**config.mk**
```make
export PLATFORM = sky130hd
export DESIGN_NAME = prio_vec_intc
export DESIGN_NICKNAME = d
export VERILOG_FILES = /design/src/rtl/intc_pkg.sv /design/src/rtl/intc_src_regs.sv /design/src/rtl/intc_arbiter.sv /design/src/rtl/intc_sequencer.sv /design/src/rtl/prio_vec_intc.sv
export SDC_FILE = /design/constraint.sdc
export NUM_CORES = 1
export LEC_CHECK = 0
export BUFFER_PORTS_ARGS = -buffer_cell sky130_fd_sc_hd__buf_2
export CAP_MARGIN = 10
export CORE_MARGIN = 3
export CORE_UTILIZATION = 55
export DETAILED_ROUTE_END_ITERATION = 10
export PLACE_DENSITY = 0.85
export SETUP_SLACK_MARGIN = 0.3
export SLEW_MARGIN = 20
export SYNTH_ARGS = -nofsm -noshare
export SYNTH_HDL_FRONTEND = slang
export SYNTH_SLANG_ARGS = --single-unit
```
**constraint.sdc**
```tcl
create_clock -name clk -period 6.95 [get_ports clk]
set_input_delay 1.39 -clock clk [delete_from_list [all_inputs] [get_ports clk]]
set_output_delay 1.39 -clock clk [all_outputs]
set_load 0.02 [all_outputs]
```
**src/rtl/intc_pkg.sv**
```systemverilog
package intc_pkg;
  localparam int LVL_W = 2;
  localparam logic [LVL_W-1:0] LVL_IDLE = 2'b11;

  typedef enum logic [2:0] {
    SEQ_IDLE,
    SEQ_STALL,
    SEQ_SLIP,
    SEQ_CANCEL,
    SEQ_PUSH,
    SEQ_LOAD
  } seq_state_t;
endpackage

```
**src/rtl/intc_src_regs.sv**
```systemverilog
module intc_src_regs #(
  parameter int NSRC     = 8,
  parameter int PRI_REGS = 2,
  localparam int LVL_W   = intc_pkg::LVL_W,
  localparam int SPR     = NSRC / PRI_REGS,
  localparam int PW      = LVL_W * SPR
) (
  input  logic                        clk,
  input  logic                        rst,
  input  logic [NSRC-1:0]             src_evt,
  input  logic [NSRC-1:0]             flag_clr,
  input  logic                        gie_we,
  input  logic                        gie_d,
  input  logic                        ien_we,
  input  logic [NSRC-1:0]             ien_d,
  input  logic [PRI_REGS-1:0]         pri_we,
  input  logic [PW-1:0]               pri_d,
  output logic [NSRC-1:0]             flags_q,
  output logic [NSRC-1:0]             ien_q,
  output logic                        gie_q,
  output logic [NSRC-1:0][LVL_W-1:0]  pri_q
);

  // Sticky flags: a new event outranks a clear in the same cycle.
  always_ff @(posedge clk) begin
    if (rst) flags_q <= '0;
    else     flags_q <= (flags_q & ~flag_clr) | src_evt;
  end

  always_ff @(posedge clk) begin
    if (rst) begin
      gie_q <= 1'b0;
      ien_q <= '0;
    end else begin
      if (gie_we) gie_q <= gie_d;
      if (ien_we) ien_q <= ien_d;
    end
  end

  // Level fields: register r carries sources r*SPR .. r*SPR+SPR-1.
  always_ff @(posedge clk) begin
    if (rst) begin
      pri_q <= '0;
    end else begin
      for (int r = 0; r < PRI_REGS; r++) begin
        if (pri_we[r]) begin
          for (int k = 0; k < SPR; k++) begin
            pri_q[r*SPR+k] <= pri_d[LVL_W*k +: LVL_W];
          end
        end
      end
    end
  end

  assert_flag_set_R2: assert property (@(posedge clk) disable iff (rst)
    (|src_evt) |=> ((flags_q & $past(src_evt)) == $past(src_evt)));

endmodule

```
**src/rtl/intc_arbiter.sv**
```systemverilog
module intc_arbiter #(
  parameter int NSRC   = 8,
  parameter int PF_SRC = 7,
  localparam int LVL_W = intc_pkg::LVL_W,
  localparam int ID_W  = $clog2(NSRC)
) (
  input  logic [NSRC-1:0]             flags,
  input  logic [NSRC-1:0]             ien,
  input  logic                        gie,
  input  logic [NSRC-1:0][LVL_W-1:0]  pri,
  input  logic [LVL_W-1:0]            ips,
  output logic                        win_valid,
  output logic [ID_W-1:0]             win_id,
  output logic [LVL_W-1:0]            win_lvl
);

  logic [NSRC-1:0] elig;

  for (genvar g = 0; g < NSRC; g++) begin : g_elig
    localparam bit BYPASS = (g == PF_SRC);
    assign elig[g] = flags[g] & ien[g] & (gie | BYPASS) & (pri[g] < ips);
  end

  // Ascending scan with strict compare: equal levels keep the lower index.
  always_comb begin
    win_valid = 1'b0;
    win_id    = '0;
    win_lvl   = intc_pkg::LVL_IDLE;
    for (int i = 0; i < NSRC; i++) begin
      if (elig[i] && (!win_valid || pri[i] < win_lvl)) begin
        win_valid = 1'b1;
        win_id    = ID_W'(i);
        win_lvl   = pri[i];
      end
    end
  end

endmodule

```
**src/rtl/intc_sequencer.sv**
```systemverilog
module intc_sequencer #(
  parameter int NSRC                 = 8,
  parameter int ADDR_W               = 16,
  parameter logic [ADDR_W-1:0] VBASE = 16'h0020,
  parameter int VSTEP                = 2,
  localparam int LVL_W               = intc_pkg::LVL_W,
  localparam int ID_W                = $clog2(NSRC)
) (
  input  logic               clk,
  input  logic               rst,
  input  logic               win_valid,
  input  logic [ID_W-1:0]    win_id,
  input  logic [LVL_W-1:0]   win_lvl,
  input  logic               excp_win,
  input  logic [ADDR_W-1:0]  cur_pc,
  input  logic               reti,
  output logic               irq_req,
  output logic               fetch_cancel,
  output logic               push_en,
  output logic [ADDR_W-1:0]  push_addr,
  output logic               ip_load,
  output logic [ADDR_W-1:0]  ip_vec,
  output logic               pop_en,
  output logic [LVL_W-1:0]   ips
);
  import intc_pkg::*;

  seq_state_t        state;
  logic [LVL_W-1:0]  lvl_q;
  logic [ADDR_W-1:0] ret_q;
  logic [ADDR_W-1:0] vec_q;
  logic [LVL_W-1:0]  ips_q;
  logic              pop_q;

  always_ff @(posedge clk) begin
    if (rst) begin
      state <= SEQ_IDLE;
      lvl_q <= LVL_IDLE;
      ret_q <= '0;
      vec_q <= '0;
      ips_q <= LVL_IDLE;
      pop_q <= 1'b0;
    end else begin
      pop_q <= 1'b0;
      unique case (state)
        SEQ_IDLE: begin
          if (reti) begin
            ips_q <= LVL_IDLE;
            pop_q <= 1'b1;
          end else if (win_valid) begin
            state <= SEQ_STALL;
            lvl_q <= win_lvl;
            vec_q <= VBASE + ADDR_W'(win_id) * ADDR_W'(VSTEP);
          end
        end
        SEQ_STALL: begin
          if (excp_win) begin
            state <= SEQ_SLIP;
          end else begin
            state <= SEQ_CANCEL;
            ret_q <= cur_pc;
          end
        end
        SEQ_SLIP: begin
          state <= SEQ_CANCEL;
          ret_q <= cur_pc;
        end
        SEQ_CANCEL: state <= SEQ_PUSH;
        SEQ_PUSH: begin
          state <= SEQ_LOAD;
          ips_q <= lvl_q;
        end
        SEQ_LOAD: state <= SEQ_IDLE;
        default:  state <= SEQ_IDLE;
      endcase
    end
  end

  assign irq_req      = (state != SEQ_IDLE);
  assign fetch_cancel = (state == SEQ_CANCEL);
  assign push_en      = (state == SEQ_PUSH);
  assign ip_load      = (state == SEQ_LOAD);
  assign push_addr    = ret_q;
  assign ip_vec       = vec_q;
  assign pop_en       = pop_q;
  assign ips          = ips_q;

  assert_reti_restore_R10: assert property (@(posedge clk) disable iff (rst)
    (state == SEQ_IDLE && reti) |=> (ips == LVL_IDLE && pop_en));

  assert_cancel_then_push_R7: assert property (@(posedge clk) disable iff (rst)
    fetch_cancel |=> push_en);

  assert_push_then_load_R7: assert property (@(posedge clk) disable iff (rst)
    push_en |=> ip_load);

  assert_slip_delay_R8: assert property (@(posedge clk) disable iff (rst)
    (state == SEQ_STALL && excp_win) |=> (!fetch_cancel && irq_req));

  assert_level_rises_R9: assert property (@(posedge clk) disable iff (rst)
    ip_load |-> (ips < $past(ips)));

endmodule

```
**src/rtl/prio_vec_intc.sv**
```systemverilog
module prio_vec_intc #(
  parameter int NSRC                 = 8,
  parameter int PRI_REGS             = 2,
  parameter int PF_SRC               = 7,
  parameter int ADDR_W               = 16,
  parameter logic [ADDR_W-1:0] VBASE = 16'h0020,
  parameter int VSTEP                = 2,
  localparam int LVL_W               = intc_pkg::LVL_W,
  localparam int PW                  = LVL_W * (NSRC / PRI_REGS),
  localparam int ID_W                = $clog2(NSRC)
) (
  input  logic                 clk,
  input  logic                 rst,
  input  logic [NSRC-1:0]      src_evt,
  input  logic [NSRC-1:0]      flag_clr,
  input  logic                 gie_we,
  input  logic                 gie_d,
  input  logic                 ien_we,
  input  logic [NSRC-1:0]      ien_d,
  input  logic [PRI_REGS-1:0]  pri_we,
  input  logic [PW-1:0]        pri_d,
  input  logic [ADDR_W-1:0]    cur_pc,
  input  logic                 excp_win,
  input  logic                 reti,
  output logic                 irq_req,
  output logic                 fetch_cancel,
  output logic                 push_en,
  output logic [ADDR_W-1:0]    push_addr,
  output logic                 ip_load,
  output logic [ADDR_W-1:0]    ip_vec,
  output logic                 pop_en,
  output logic [LVL_W-1:0]     ips,
  output logic [NSRC-1:0]      flags
);

  logic [NSRC-1:0]            ien_q;
  logic                       gie_q;
  logic [NSRC-1:0][LVL_W-1:0] pri_q;
  logic                       win_valid;
  logic [ID_W-1:0]            win_id;
  logic [LVL_W-1:0]           win_lvl;

  intc_src_regs #(.NSRC(NSRC), .PRI_REGS(PRI_REGS)) u_regs (
    .clk      (clk),
    .rst      (rst),
    .src_evt  (src_evt),
    .flag_clr (flag_clr),
    .gie_we   (gie_we),
    .gie_d    (gie_d),
    .ien_we   (ien_we),
    .ien_d    (ien_d),
    .pri_we   (pri_we),
    .pri_d    (pri_d),
    .flags_q  (flags),
    .ien_q    (ien_q),
    .gie_q    (gie_q),
    .pri_q    (pri_q)
  );

  intc_arbiter #(.NSRC(NSRC), .PF_SRC(PF_SRC)) u_arb (
    .flags     (flags),
    .ien       (ien_q),
    .gie       (gie_q),
    .pri       (pri_q),
    .ips       (ips),
    .win_valid (win_valid),
    .win_id    (win_id),
    .win_lvl   (win_lvl)
  );

  intc_sequencer #(
    .NSRC(NSRC), .ADDR_W(ADDR_W), .VBASE(VBASE), .VSTEP(VSTEP)
  ) u_seq (
    .clk          (clk),
    .rst          (rst),
    .win_valid    (win_valid),
    .win_id       (win_id),
    .win_lvl      (win_lvl),
    .excp_win     (excp_win),
    .cur_pc       (cur_pc),
    .reti         (reti),
    .irq_req      (irq_req),
    .fetch_cancel (fetch_cancel),
    .push_en      (push_en),
    .push_addr    (push_addr),
    .ip_load      (ip_load),
    .ip_vec       (ip_vec),
    .pop_en       (pop_en),
    .ips          (ips)
  );

  // With the global mask off, only the bypass source may be offered.
  assert_mask_bypass_R3: assert property (@(posedge clk) disable iff (rst)
    (win_valid && !gie_q) |-> (win_id == ID_W'(PF_SRC)));

  // The offered winner always beats the active level.
  assert_winner_beats_level_R9: assert property (@(posedge clk) disable iff (rst)
    win_valid |-> (win_lvl < ips));

endmodule

```
==> summary.md <==
| Metric | Value |
|---|---|
| Die Ht | `83.00 um` |
| Skew final | `7.880 ps` |
| Postcts setup bufs | `0` |
| Synth Register Bits | `61` |
| RePlAce Congestion | `0.9357` |
| Clock root buffer | `clkbuf_8` |
| Synthesized area | `0.003261 mm2` |
| Post-Layout Cell Count | `526` |
| LEAKAGE | `1.878 nW` |
| CP Capture Type | `flop` |
| Peak VDD IR | `0.1671 mV` |
| CP delay by family, top | `compound AO/OA/AOI/OAI gates` |
| Total I/O pin count | `104` |
| Clock-pin slew on the worst setup and hold paths | `70 ps` |
| Worst Path Arrival | `4570 ps` |
| Cells after DPL | `511` |
| Slowest-stage cell, CP | `ha_1` |
| Final net count | `517` |
| Top cells by area, synth | `dfxtp_1 (37%), mux2i_1 (13%), nor2_1 (6.8%)` |
| H-tree levels | `3` |
| WP data required | `7220 ps` |
| Setup violators final | `0` |
| Initial Util | `0.5814` |
| Post-synth EDFFs | `0` |
| Slew HR | `0.5435` |
| Crit path time final | `4291 ps` |
| Num Clock Sinks | `61` |
| Avg Inst Size Synth | `8.982 um2` |
| Row count | `27` |
| Cell Chain, Critical Path | `inv_1 -> ha_1 -> a211oi_2 -> nor3_2 -> nand2_1 -> nor2_1 -> inv_1 -> ha_1 -> o22ai_1 -> o2bb2ai_1 -> o31a_2 -> mux2i_1 -> ha_1 -> or3_1 -> o31ai_4 -> mux2_2 -> o21ai_2` |
| Clk_lat worst skew | `340 ps` |
| Most used cell, CP | `ha_1` |
| Initial antenna violation count | `0` |
| Share of layout cells above drive strength 1 | `0.2863` |
| Die X | `83.00 um` |
| Post-route clock period utilization | `0.6174` |
| CP max FO | `8` |
| Routed WL | `7888 um` |
| Avg WL per Cell | `15.00 um` |
| Post-route DRC | `0` |
| Vias in the first global route | `2,846` |
| Synthesized instance count | `363` |
| Max cap viols | `0` |
| Synth-to-layout area growth | `19.84%` |
| Hold_buf cts | `0` |
| Critical path type | `reg2reg` |
| Post-DP HPWL | `6005 um` |
| Post-route ant nets | `0` |
| Vias | `2,919` |
| 1st-pass router iterations | `4` |
| Diodes inserted | `0` |
| Fmax achieved | `0.2330 GHz` |
| Post-CTS resize count | `0` |
| Worst Path Buf+Inv | `2` |
| DIE AREA | `0.006888 mm2` |
| Hold WC Path Type | `reg2reg` |
| Yosys warns | `0` |
| R2r setup slk | `2660 ps` |
| Status | `finished, final reports clean` |
| Core Box Area | `0.005608 mm2` |
| Yosys top cell area share | `0.3745` |
| DR iter-0 viols | `143` |
| Synth unique cells | `59` |
| Largest net degree at the start of global routing | `62` |
| CP Launch Type | `flop` |
| Power Density | `219.2 mW/mm2` |
| First-pass GRT wire length | `13,230 um` |
| CP peak stage delay | `430 ps` |
| Hold Vio Cnt, Final | `0` |
| RSZ-0062 raised after global routing | `no` |
| FILL cells | `462` |
| Worst-Margin Slew | `683.2 ps` |
| GRT Overall Usage | `0.2337` |
| Area leader, netlist | `dfxtp_1` |
| Num CTS Buffers | `9` |
| Max-slew violations | `0` |
| Seq/Total Area, Yosys | `0.3745` |
| Asr flop ratio synth | `0` |
| GRT overflow | `0` |
| Main synth FF type | `dfxtp_1` |
| IO Port Bufs | `91` |
| Longest Clk Path Bufs | `2` |
| DR vias/cell | `5.549` |
| CTS tree | `built` |
| Setup TNS | `0 ps` |
==> area by class of cell <==
type	count	area (um2)	area share
flip-flops and latches	61	1221	0.3125
clock inverters	2	16.27	0.004163
multi-input cells	265	1861	0.4761
clock buffers	13	178.9	0.04579
repair buffers	91	457.9	0.1172
inverters	22	82.58	0.02113
well taps	72	90.09	0.02305
==> Yosys cell counts, types with 6 or more instances <==
master	instances
buf_4	13
a21o_1	9
nor2_1	59
dfxtp_1	61
mux2i_1	42
o21ai_0	7
clkbuf_1	11
a21oi_1	24
a211oi_1	6
nand2b_1	10
inv_1	22
ha_1	10
nand2_1	10
==> final timing paths <==
check,cells after the start,startpoint,endpoint
max,17,u_seq.ips[1],u_seq.lvl_q[1]
min,2,u_seq.ip_vec[5],u_seq.ip_vec[5]
max reg2reg,17,u_seq.ips[1],u_seq.lvl_q[1]
min reg2reg,2,u_seq.ip_vec[5],u_seq.ip_vec[5]
==> routing by layer <==
metal,global-route usage,vias to the layer above,share of wire
met5,0,-,0
li1,-,1443,-
met4,0.08470,0,0.0079
met3,0.07540,8,0.079
met1,0.2750,1350,0.42
met2,0.3965,118,0.49
==> metrics by stage <==
step                      hold WS [ps]  power (mW)  area [um2]  utilization  setup slack (ps)
final                            442.1      0.8566        3908       0.6968              2659
after global routing             486.3      0.8918        3908       0.6968              2290
after CTS                        442.9      0.8582        3897       0.6950              2676
after detailed placement         433.1      0.5574        3702       0.6602              2691
after global placement           431.6      0.5524        3702       0.6602              2827
after floorplan                  439.3      0.5121        3302            -              2888
==> state kept, by name (all words and copies together) (netlist names) <==
signal           flops
u_regs.flags_q       8
u_regs.gie_q         1
u_regs.ien_q         8
u_regs.pri_q        16
u_seq.ip_vec         4
u_seq.ips            2
u_seq.lvl_q          2
u_seq.pop_en         1
u_seq.push_addr     16
u_seq.state          3
==> power by group <==
group	internal [mW]	total, mW	switching [mW]
logic	0.0647	0.154	0.0888
registers	0.376	0.397	0.0220
clock network	0.167	0.306	0.139
total	0.607	0.857	0.249
==> cells by family after synthesis <==
logic type               after synthesis  share of synthesized area
AO/OA/AOI/OAI                         83                     0.1926
XOR/XNOR                               1                   0.002687
adder cells (fa/ha/maj)               10                    0.03837
buffers and inverters                 48                    0.07099
flip-flops                            61                     0.3745
multiplexers                          43                     0.1324
other                                  1                   0.001150
AND/OR/NAND/NOR                      116                     0.1873
==> cell usage in the layout, fill, tap and decap left out, types with 4 or more instances in the layout <==
| cell | Yosys | layout |
|---|---|---|
| buf_2 | 2 | 90 |
| dfxtp_1 | 61 | 61 |
| nor2_1 | 59 | 59 |
| mux2i_1 | 42 | 42 |
| a21oi_1 | 24 | 23 |
| inv_1 | 22 | 22 |
| clkbuf_8 | 0 | 13 |
| conb_1 | 1 | 12 |
| nand2_1 | 10 | 10 |
| nand2b_1 | 10 | 10 |
| ha_1 | 10 | 10 |
| a21o_1 | 9 | 9 |
| o21ai_0 | 7 | 7 |
| a211oi_1 | 6 | 6 |
| nand4b_1 | 5 | 5 |
| nor3_1 | 5 | 5 |
| nor2b_1 | 5 | 5 |
| a211oi_2 | 4 | 4 |
| o22ai_1 | 4 | 4 |
| nor4_1 | 4 | 4 |
==> worst reg2reg max path: cells and delay by family, from the launching register on <==
kind	cells	cell delay [ps]
AOI/OAI and AO/OA	6	1160
buffers and inverters	2	230
adders and majority gates	3	930
muxes	2	520
DFF	1	340
and+or+nand+nor	4	1050
Note: power is estimated with default switching activity, not from simulation.
